## config.mk

```make
export PLATFORM = sky130hd
export DESIGN_NAME = hs_timeout_top
export DESIGN_NICKNAME = d
export VERILOG_FILES = /design/src/rtl/hs_timeout_pkg.sv /design/src/rtl/hs_pin_sync.sv /design/src/rtl/hs_tick_prescaler.sv /design/src/rtl/hs_wait_timer.sv /design/src/rtl/hs_host_regs.sv /design/src/rtl/hs_timeout_top.sv
export SDC_FILE = /design/constraint.sdc
export NUM_CORES = 1
export LEC_CHECK = 0
export ABC_AREA = 1
export BUFFER_PORTS_ARGS = -buffer_cell sky130_fd_sc_hd__buf_2
export CAP_MARGIN = 30
export CORE_MARGIN = 4
export CORE_UTILIZATION = 52
export DETAILED_ROUTE_END_ITERATION = 8
export GPL_ROUTABILITY_DRIVEN = 0
export PLACE_DENSITY = 0.74
export SLEW_MARGIN = 40
export SYNTH_ARGS = -nofsm -noshare
export SYNTH_HDL_FRONTEND = slang
export SYNTH_SLANG_ARGS = --single-unit
```

## constraint.sdc

```tcl
create_clock -name clk -period 1.55 [get_ports clk]
set_input_delay 0.0775 -clock clk [delete_from_list [all_inputs] [get_ports clk]]
set_output_delay 0.0775 -clock clk [all_outputs]
set_load 0.03 [all_outputs]
```

## src/rtl/hs_timeout_pkg.sv

```systemverilog
package hs_timeout_pkg;

    typedef enum logic [1:0] {
        WT_IDLE = 2'd0,
        WT_WAIT = 2'd1,
        WT_LOCK = 2'd2
    } wt_state_e;

    localparam logic [7:0] ADDR_LIMIT  = 8'h28;
    localparam logic [7:0] ADDR_CTRL   = 8'h29;
    localparam logic [7:0] ADDR_STATUS = 8'h2A;
    localparam logic [7:0] ADDR_PINS   = 8'h2E;

    localparam logic [7:0] STATUS_TIMEOUT = 8'h22;
    localparam int         STATUS_FLAG    = 5;
    localparam int         DBG_LO         = 2;

endpackage

```

## src/rtl/hs_pin_sync.sv

```systemverilog
module hs_pin_sync #(
    parameter int W = 4
) (
    input  logic         clk,
    input  logic         rst_n,
    input  logic [W-1:0] pins_async,
    output logic [W-1:0] pins_sync
);
    typedef struct packed {
        logic [W-1:0] s1;
        logic [W-1:0] s2;
    } sync_t;

    sync_t r_q, r_d;

    always_comb begin
        r_d    = r_q;
        r_d.s1 = pins_async;
        r_d.s2 = r_q.s1;
    end

    always_ff @(posedge clk or negedge rst_n) begin
        if (!rst_n) r_q <= '0;
        else        r_q <= r_d;
    end

    assign pins_sync = r_q.s2;

    AST_SYNC_TWO_STAGE: assert property (@(posedge clk) disable iff (!rst_n)
        $stable(r_q.s1) |=> (r_q.s2 == $past(r_q.s1)));
endmodule

```

## src/rtl/hs_tick_prescaler.sv

```systemverilog
module hs_tick_prescaler #(
    parameter int DIV = 2048
) (
    input  logic clk,
    input  logic rst_n,
    input  logic clr,
    output logic tick
);
    localparam int PW = (DIV > 2) ? $clog2(DIV) : 1;
    localparam logic [PW-1:0] LAST = PW'(DIV - 1);

    typedef struct packed {
        logic [PW-1:0] cnt;
    } pre_t;

    pre_t r_q, r_d;

    always_comb begin
        r_d  = r_q;
        tick = (r_q.cnt == LAST);
        if (clr)       r_d.cnt = '0;
        else if (tick) r_d.cnt = '0;
        else           r_d.cnt = r_q.cnt + 1'b1;
    end

    always_ff @(posedge clk or negedge rst_n) begin
        if (!rst_n) r_q <= '0;
        else        r_q <= r_d;
    end

    AST_PRESCALE_RANGE: assert property (@(posedge clk) disable iff (!rst_n)
        r_q.cnt <= LAST);
    AST_PRESCALE_CLEAR: assert property (@(posedge clk) disable iff (!rst_n)
        clr |=> (r_q.cnt == '0));
endmodule

```

## src/rtl/hs_wait_timer.sv

```systemverilog
module hs_wait_timer
    import hs_timeout_pkg::*;
#(
    parameter int CNT_W = 14,
    parameter int LIM_W = 8
) (
    input  logic             clk,
    input  logic             rst_n,
    input  logic             wait_start,
    input  logic             event_seen,
    input  logic             tick,
    input  logic             dbg_dis,
    input  logic             pins_idle,
    input  logic [LIM_W-1:0] limit,
    output logic             pre_clr,
    output logic             fire,
    output logic             timeout_pulse,
    output logic             locked
);
    localparam int SHIFT = CNT_W - LIM_W;

    typedef struct packed {
        wt_state_e        state;
        logic [CNT_W-1:0] cnt;
        logic             pulse;
    } tmr_t;

    tmr_t r_q, r_d;
    logic [CNT_W-1:0] target;

    always_comb begin
        r_d       = r_q;
        r_d.pulse = 1'b0;
        fire      = 1'b0;
        pre_clr   = 1'b0;
        target    = {limit, {SHIFT{1'b0}}};
        unique case (r_q.state)
            WT_IDLE: begin
                if (wait_start) begin
                    r_d.state = WT_WAIT;
                    r_d.cnt   = '0;
                    pre_clr   = 1'b1;
                end
            end
            WT_WAIT: begin
                if (wait_start) begin
                    r_d.cnt = '0;
                    pre_clr = 1'b1;
                end else if (event_seen) begin
                    r_d.state = WT_IDLE;
                end else if (!dbg_dis) begin
                    if (r_q.cnt == target) begin
                        fire      = 1'b1;
                        r_d.pulse = 1'b1;
                        r_d.state = WT_LOCK;
                    end else if (tick) begin
                        r_d.cnt = r_q.cnt + 1'b1;
                    end
                end
            end
            WT_LOCK: begin
                if (pins_idle) r_d.state = WT_IDLE;
            end
            default: r_d.state = WT_IDLE;
        endcase
    end

    always_ff @(posedge clk or negedge rst_n) begin
        if (!rst_n) begin
            r_q.state <= WT_IDLE;
            r_q.cnt   <= '0;
            r_q.pulse <= 1'b0;
        end else begin
            r_q <= r_d;
        end
    end

    assign timeout_pulse = r_q.pulse;
    assign locked        = (r_q.state == WT_LOCK);

    AST_START_CLEARS: assert property (@(posedge clk) disable iff (!rst_n)
        (wait_start && r_q.state != WT_LOCK) |=> (r_q.cnt == '0 && r_q.state == WT_WAIT));
    AST_EVENT_WINS: assert property (@(posedge clk) disable iff (!rst_n)
        (r_q.state == WT_WAIT && event_seen && !wait_start) |=> (!r_q.pulse && r_q.state == WT_IDLE));
    AST_DEBUG_SILENT: assert property (@(posedge clk) disable iff (!rst_n)
        (r_q.state == WT_WAIT && dbg_dis) |=> !r_q.pulse);
    AST_LOCK_HOLDS: assert property (@(posedge clk) disable iff (!rst_n)
        (r_q.state == WT_LOCK && !pins_idle) |=> (r_q.state == WT_LOCK));
    AST_LOCK_RELEASE: assert property (@(posedge clk) disable iff (!rst_n)
        (r_q.state == WT_LOCK && pins_idle) |=> (r_q.state == WT_IDLE));
    AST_PULSE_ONE_CYCLE: assert property (@(posedge clk) disable iff (!rst_n)
        r_q.pulse |=> !r_q.pulse);
    AST_COUNT_STEP: assert property (@(posedge clk) disable iff (!rst_n)
        (r_q.state == WT_WAIT && r_d.state == WT_WAIT && !wait_start) |=>
            (r_q.cnt == $past(r_q.cnt) || r_q.cnt == $past(r_q.cnt) + 1'b1));
endmodule

```

## src/rtl/hs_host_regs.sv

```systemverilog
module hs_host_regs
    import hs_timeout_pkg::*;
#(
    parameter int LIM_W = 8
) (
    input  logic             clk,
    input  logic             rst_n,
    input  logic             reg_wr,
    input  logic             reg_rd,
    input  logic [7:0]       reg_addr,
    input  logic [7:0]       reg_wdata,
    input  logic             fire,
    input  logic [3:0]       pins_sync,
    output logic [7:0]       reg_rdata,
    output logic [LIM_W-1:0] limit,
    output logic             dbg_dis,
    output logic             irq
);
    typedef struct packed {
        logic [LIM_W-1:0] limit;
        logic [1:0]       dbg;
        logic [7:0]       status;
    } regs_t;

    regs_t r_q, r_d;
    logic  status_rd;

    always_comb begin
        r_d       = r_q;
        status_rd = reg_rd && (reg_addr == ADDR_STATUS);
        if (reg_wr && reg_addr == ADDR_LIMIT) r_d.limit = reg_wdata[LIM_W-1:0];
        if (reg_wr && reg_addr == ADDR_CTRL)  r_d.dbg   = reg_wdata[DBG_LO+1:DBG_LO];
        if (fire)           r_d.status = STATUS_TIMEOUT;
        else if (status_rd) r_d.status[STATUS_FLAG] = 1'b0;
    end

    always_comb begin
        unique case (reg_addr)
            ADDR_LIMIT:  reg_rdata = 8'(r_q.limit);
            ADDR_CTRL:   reg_rdata = {4'b0, r_q.dbg, 2'b0};
            ADDR_STATUS: reg_rdata = r_q.status;
            ADDR_PINS:   reg_rdata = {4'b0, pins_sync};
            default:     reg_rdata = 8'h00;
        endcase
    end

    always_ff @(posedge clk or negedge rst_n) begin
        if (!rst_n) begin
            r_q.limit  <= '1;
            r_q.dbg    <= '0;
            r_q.status <= '0;
        end else begin
            r_q <= r_d;
        end
    end

    assign limit   = r_q.limit;
    assign dbg_dis = |r_q.dbg;
    assign irq     = r_q.status[STATUS_FLAG];

    AST_STATUS_CODE: assert property (@(posedge clk) disable iff (!rst_n)
        fire |=> (r_q.status == STATUS_TIMEOUT));
    AST_IRQ_STICKY: assert property (@(posedge clk) disable iff (!rst_n)
        (irq && !status_rd) |=> irq);
    AST_READ_ACKS: assert property (@(posedge clk) disable iff (!rst_n)
        (status_rd && !fire) |=> !irq);
    AST_LIMIT_HELD: assert property (@(posedge clk) disable iff (!rst_n)
        !(reg_wr && reg_addr == ADDR_LIMIT) |=> $stable(r_q.limit));
endmodule

```

## src/rtl/hs_timeout_top.sv

```systemverilog
module hs_timeout_top
    import hs_timeout_pkg::*;
#(
    parameter int CNT_W        = 14,
    parameter int LIM_W        = 8,
    parameter int PRESCALE_DIV = 2048
) (
    input  logic       clk,
    input  logic       rst_n,
    input  logic       reg_wr,
    input  logic       reg_rd,
    input  logic [7:0] reg_addr,
    input  logic [7:0] reg_wdata,
    output logic [7:0] reg_rdata,
    input  logic       wait_start,
    input  logic       event_seen,
    input  logic       pin_a1284,
    input  logic       pin_ninit,
    input  logic       pin_hbusy,
    input  logic       pin_hclk,
    output logic       irq,
    output logic       timeout_pulse,
    output logic       locked
);
    logic [3:0]       pins_sync;
    logic             pins_idle;
    logic             tick;
    logic             pre_clr;
    logic             fire;
    logic             dbg_dis;
    logic [LIM_W-1:0] limit;

    hs_pin_sync #(.W(4)) u_sync (
        .clk        (clk),
        .rst_n      (rst_n),
        .pins_async ({pin_a1284, pin_ninit, pin_hbusy, pin_hclk}),
        .pins_sync  (pins_sync)
    );

    assign pins_idle = !pins_sync[3] && pins_sync[2];

    hs_tick_prescaler #(.DIV(PRESCALE_DIV)) u_pre (
        .clk   (clk),
        .rst_n (rst_n),
        .clr   (pre_clr),
        .tick  (tick)
    );

    hs_wait_timer #(.CNT_W(CNT_W), .LIM_W(LIM_W)) u_tmr (
        .clk           (clk),
        .rst_n         (rst_n),
        .wait_start    (wait_start),
        .event_seen    (event_seen),
        .tick          (tick),
        .dbg_dis       (dbg_dis),
        .pins_idle     (pins_idle),
        .limit         (limit),
        .pre_clr       (pre_clr),
        .fire          (fire),
        .timeout_pulse (timeout_pulse),
        .locked        (locked)
    );

    hs_host_regs #(.LIM_W(LIM_W)) u_regs (
        .clk       (clk),
        .rst_n     (rst_n),
        .reg_wr    (reg_wr),
        .reg_rd    (reg_rd),
        .reg_addr  (reg_addr),
        .reg_wdata (reg_wdata),
        .fire      (fire),
        .pins_sync (pins_sync),
        .reg_rdata (reg_rdata),
        .limit     (limit),
        .dbg_dis   (dbg_dis),
        .irq       (irq)
    );

    AST_IRQ_WITH_PULSE: assert property (@(posedge clk) disable iff (!rst_n)
        timeout_pulse |-> (irq && locked));
endmodule

```

==> results.cfg, run 1 <==
[hold_path]
hold_class = in2reg
min_path_cells = 3
hold_end = u_regs.limit[1]$_DFFE_PN1P_
hp-start = reg_wdata[1]

[run]
drv_cap = 0

[synthesis]
syn_area_mm2 = 0.00269
yosysSeqAreaShare = 0.450
yosysMostFrequentCell = nand2_1
synth_top_cells_by_count = 111 x nand2_1, 50 x nor2_1, 43 x inv_1
synthArstFlopShare = 1.00
yosysUniqueCellTypes = 35
synthCells = 358
synth.top_cell.area_share = 0.372
syn_avg_cell_area_um2 = 7.51
ys_top_cells_by_area = dfrtp_1 37%, nand2_1 15%, dfstp_2 7.8%
synth_enable_flop_cells = 0
ys_warn_count = 0
synth_largest_area_cell = dfrtp_1
synth_nets = 387
synth-seq-cells = 48
ys.flop_type = dfrtp_1

[global_routing]
grt_max_degree = 49
grtUsageTotal = 0.228
overflow = 0
grt_pass1_wl_um = 11500
grt_antenna_before_repair = 0
grt_pass1_vias = 2716

[power]
cellLeakagePower_nw = 1.81
powerDensity_mw_per_mm2 = 787
ir_drop_uv = 606

[placement]
placement.io_buffers = 36
post-dp-hpwl_um = 4740
dp_slack_ns = -0.0948

[floorplan]
fp.dieW_um = 79.9
rows = 25
die_h_um = 79.9
io_pins = 37
die_area_mm2 = 0.00639
core-area_mm2 = 0.00488
start_util = 0.551

[drt]
wire_per_inst_um = 12.6
dr.first_iter.drc_count = 145
postRouteWirelength_um = 6620
dr.pass1.iters = 4
ant_nets = 0
drc = 0
viasPerCell = 5.04
num_vias = 2636

[timing]
finalCriticalPeriod_ns = 1.65
hold_violations = 0
worst_pin_slew_ns = 0.355
post-route-period-util = 1.07
skew_ns = 0.0106
grt_setup_unrepaired = yes
slew_headroom = 0.762
max_freq_ghz = 0.605
drv_slew = 0
setup_ws_ns = -0.104
setup_tns_ns = -0.952
setup_viol = 14

[layout]
multiInputGateArea_mm2 = 0.00141
final_nets = 484
areaGrowthSynthToFinish_pct = 34.7
drive_above_1_share = 0.362
diodes = 0
fill_cells = 373
seq_area_mm2 = 0.00121

[setup_path]
reg2reg_to = u_tmr.r_q[10]$_DFFE_PN0P_
cpPeakStageDelay_ns = 0.55
crit_required_ns = 1.78
critPathArrivalTime_ns = 1.89
crit_buf_inv = 1
crit_fanout = 7
cpMostUsedCell = nand2_2
crit_family = simple AND/OR/NAND/NOR gates
r2r_start = u_regs.limit[0]$_DFFE_PN1P_
ff2ff_setup_slack_ns = -0.10
crit_type = reg2reg
r2r_cells = 10
end_kind = register
critPathLaunch = u_regs.limit[0]$_DFFE_PN1P_
start_kind = register
path_cells = inv_2 -> nand2_2 -> nand2_2 -> nor2_2 -> nand2_2 -> o21bai_4 -> nand2_4 -> nand2_8 -> nand2_1 -> nand2_1
crit_path_top_delay_cell = dfstp_2

[clock_network]
clkTransAtPathRegs_ns = 0.09
cts_tree = yes
cts_inserted_buffers = 5
worstSkewPairLatency_ns = 0.30
htreeDepth = 2
cts_sinks = 48
cts_max_path_buffers = 2
cts_root_buffer = clkbuf_8

[run_status]
violations = setup timing
status = finished, violations left
==> worst min-delay path, delay by kind of cell <==
family	cells	cell delay, ns
compound gates	1	0.05
buf+inv	1	0.10
simple gates	1	0.09
==> report_power, final <==
part / total (mW) / switching [mW] / internal [mW] / leakage (nW)
clock network: 0.724 / 0.401 / 0.323 / 0.0424
registers: 1.34 / 0.0314 / 1.31 / 0.610
logic: 0.783 / 0.474 / 0.309 / 1.15
==> layer usage <==
| metal | global-route usage | vias up | share of wire |
|---|---|---|---|
| li1 | - | 1330 | - |
| met2 | 0.390 | 61 | 0.50 |
| met1 | 0.292 | 1232 | 0.44 |
| met4 | 0.0642 | 0 | 0.019 |
| met3 | 0.0463 | 13 | 0.037 |
| met5 | 0 | - | 0 |
==> flip-flops by register name, indices dropped and copies added, names as in the netlist <==
signal               count
u_tmr.r_q               16
u_pre.r_q               11
u_regs.limit             8
u_sync.pins_sync         4
u_sync.r_d               4
u_regs.r_q               3
u_regs.irq               1
u_tmr.timeout_pulse      1
==> worst max path at each step <==
stage	depth (start not counted)	slack [ns]	end
finish	10	-0.10	u_tmr.r_q[10]$_DFFE_PN0P_
global route	10	-0.21	u_tmr.r_q[10]$_DFFE_PN0P_
CTS	10	-0.07	u_tmr.r_q[3]$_DFFE_PN0P_
detailed placement	10	-0.09	u_tmr.r_q[1]$_DFFE_PN0P_
global placement	10	-0.04	u_tmr.r_q[1]$_DFFE_PN0P_
floorplan	9	0.009	u_tmr.r_q[12]$_DFFE_PN0P_
==> layout make-up <==
type / count / area share
Multi-Input combinational cell: 258 / 0.390
Sequential cell: 48 / 0.335
Timing Repair Buffer: 91 / 0.175
Inverter: 51 / 0.0528
Tap cell: 67 / 0.0231
Clock buffer: 7 / 0.0211
Clock inverter: 1 / 0.00242
==> placed cells by master (no fill, tap or decap), types with 10 or more instances in the layout <==
cell     netlist  layout
buf_4          0      49
nand2_2        0      19
nor2_1        50      41
buf_2          1      33
a21oi_1       15      14
dfrtp_1       40      38
nor2_2         5      11
nand3_1       17      16
inv_1         43      36
nand2_1      111      92
nand4_1       10      10
inv_2          7      15
==> stage by stage <==
step	hold WS [ns]	power [mW]	util	cells	cell area, um^2
2_1_floorplan	-0.218	1.77	-	358	2690
3_3_place_gp	0.0798	1.98	0.655	492	3200
6_report	0.00938	2.85	0.742	523	3620
3_5_place_dp	0.0802	2.00	0.655	492	3200
5_1_grt	0.0213	3.02	0.742	523	3620
4_1_cts	0.00131	2.81	0.714	517	3480
==> kinds of logic (layout without fill, tap and decap cells) <==
logic type | count (synthesis) | in the layout | synth area share
AOI/OAI and AO/OA | 33 | 33 | 0.0782
adders and majority gates | 3 | 3 | 0.0140
DFF | 48 | 48 | 0.450
and+or+nand+nor | 212 | 213 | 0.351
buffers and inverters | 53 | 150 | 0.0772
xor gates and xnor gates | 9 | 9 | 0.0293
==> what timing repair did <==
action | CTS | global route
cloned | 1 | 0
setup buffers | 10 | 5
gates resized for setup | 19 | 37
hold endpoints to repair | 45 | 1
pin swaps | 27 | 15
hold buffers | 6 | 1
endpoints found under the setup margin | 18 | 26
(Power assumes the default switching activity.)
==> run 2: changes to the inputs <==
- SYNTH_HIERARCHICAL: unset -> 1
==> results.cfg, run 2 <==
[layout]
areaGrowthSynthToFinish_pct = 26.9
final_common_cell = nand2_1
largestRegisters = u_tmr/r_q x16, u_pre/r_q x11, u_regs/limit x8
diodes = 0
drive_above_1_share = 0.358
final_cell_mix = 93 x nand2_1, 40 x inv_1, 40 x dfrtp_1
final_nets = 458
largest_register = u_tmr/r_q
largest_register_ffs = 16
final_cells = 500

[run_status]
violations = setup timing
status = finished, violations left

[global_routing]
grt_pass1_vias = 2390
grt_antenna_before_repair = 0
grt_max_degree = 32
overflow = 0
grt_pass1_wl_um = 10300
grtUsageTotal = 0.196

[clock_network]
htreeDepth = 2
cts_root_buffer = clkbuf_8
cts_max_path_buffers = 2
cts_sinks = 48
clkTransAtPathRegs_ns = 0.09
cts_inserted_buffers = 5
worstSkewPairLatency_ns = 0.30
cts_tree = yes

[setup_path]
crit_required_ns = 1.75
critPathArrivalTime_ns = 1.82
start_kind = register
crit_type = reg2reg
crit_fanout = 6
end_kind = register
ff2ff_setup_slack_ns = -0.07

[timing]
setup_ws_ns = -0.0680
max_freq_ghz = 0.618
grt_setup_unrepaired = yes
worst_pin_slew_ns = 0.436
post-route-period-util = 1.04
slew_headroom = 0.710
finalCriticalPeriod_ns = 1.62
drv_slew = 0
skew_ns = 0.00736
setup_tns_ns = -0.651
setup_viol = 14
hold_violations = 0

[power]
power.share.clock = 0.225
powerDensity_mw_per_mm2 = 909
internal-power_mw = 2.16
switching_share = 0.339
p_switching_mw = 1.11
seqPwrFrac = 0.448
pwr-share-comb = 0.326
ir_drop_uv = 922
cellLeakagePower_nw = 1.73

[run]
drv_cap = 0

[floorplan]
die_area_mm2 = 0.00671
io_pins = 37
die_h_um = 81.9
fp.dieW_um = 81.9
start_util = 0.546
core-area_mm2 = 0.00520
rows = 26

[synthesis]
ys_top_cells_by_area = dfrtp_1 35%, nand2_1 13%, dfstp_2 7.4%
yosysSeqAreaShare = 0.426
synth_nets = 378
synth_largest_area_cell = dfrtp_1
yosysMostFrequentCell = nand2_1
ys_warn_count = 6
syn_avg_cell_area_um2 = 8.14
ys.flop_type = dfrtp_1
synthArstFlopShare = 1.00
synth_enable_flop_cells = 0
syn_area_mm2 = 0.00284
synth_top_cells_by_count = 99 x nand2_1, 41 x inv_1, 40 x dfrtp_1
synth-seq-cells = 48
synthCells = 349
synth.top_cell.area_share = 0.352
yosysUniqueCellTypes = 38

[drt]
wire_per_inst_um = 12.6
dr.pass1.iters = 4
routed.top_layer = met4
wl_met2_um = 3250
dr.first_iter.drc_count = 139
met1Wirelength_um = 2710
wl_met3_um = 232
ant_nets = 0
num_vias = 2462
postRouteWirelength_um = 6320
drc = 0
viasPerCell = 4.92

[placement]
placedCellCount = 467
post-dp-hpwl_um = 4270
placement.io_buffers = 36

[hold_path]
hold_class = in2reg
[run 2: repair_timing]
action	4_1_cts	5_1_grt
hold buffers	10	0
cloned	0	2
hold endpoints to repair	26	0
gates resized for setup	7	14
buffers inserted	2	11
pin swaps	0	5
endpoints found under the setup margin	14	18
[run 2: layout make-up]
type	count	area, um^2
tap	70	87.6
clock inverter	3	18.8
fill	421	1600
inverter	46	173
multi-input combinational	243	1420
sequential	48	1210
clock buffer	5	68.8
timing repair buffer	85	628
[run 2: path summary, 6_finish.rpt]
check,from,end,cells past startpoint
min,reg_wdata[6],u_regs/limit[6]$_DFFE_PN1P_,3
max reg2reg,u_regs/r_q[8]$_DFFE_PN0P_,u_tmr/r_q[9]$_DFFE_PN0P_,10
min in group asynchronous,rst_n,u_tmr/r_q[8]$_DFFE_PN0P_,2
max in group asynchronous,rst_n,u_regs/limit[1]$_DFFE_PN1P_,3
min reg2reg,u_sync/r_d[1]$_DFF_PN0_,u_sync/pins_sync[1]$_DFF_PN0_,0
max,u_regs/r_q[8]$_DFFE_PN0P_,u_tmr/r_q[9]$_DFFE_PN0P_,10
[run 2: logic make-up after synthesis]
family	after synthesis	share of synthesized area
simple gates	209	0.376
flops	48	0.426
compound gates	17	0.0432
buf+inv	59	0.102
fa+ha+maj	3	0.0132
xor+xnor	13	0.0401
[run 2: power groups by stage]
stage / Combinational, mW / Clock, mW / Sequential, mW
after global placement: 0.806 / 0 / 1.48
after detailed placement: 0.823 / 0 / 1.49
after floorplan: 0.522 / 0 / 1.51
final: 1.07 / 0.739 / 1.47
after global routing: 1.16 / 0.808 / 1.48
after CTS: 0.882 / 0.771 / 1.46
[run 2: routing by layer]
layer,global-route usage,vias to the layer above
met4,0.0648,0
met3,0.0340,13
met1,0.248,1149
met5,0,-
li1,-,1248
met2,0.339,52
[run 2: critical path, stage by stage, from the launching register on]
cell,delay [ns]
dfrtp_1,0.40
or2_4,0.26
inv_1,0.05
nand4_1,0.13
inv_2,0.10
nand2_2,0.07
nand2_4,0.12
nand2_4,0.10
clkbuf_16,0.17
nand2_1,0.06
o21ai_2,0.05
[run 2: per-stage QoR]
stage	cell area [um^2]	hold slack (ns)	worst slack [ns]	utilization	power [mW]
after CTS	3440	0.00178	-0.0368	0.661	3.12
final	3610	0.0220	-0.0680	0.693	3.28
after global placement	3210	0.0461	0.00137	0.616	2.29
after detailed placement	3210	0.0476	-0.0431	0.616	2.31
after global routing	3610	0.0277	-0.164	0.693	3.45
after floorplan	2840	-0.218	-0.0108	-	2.03
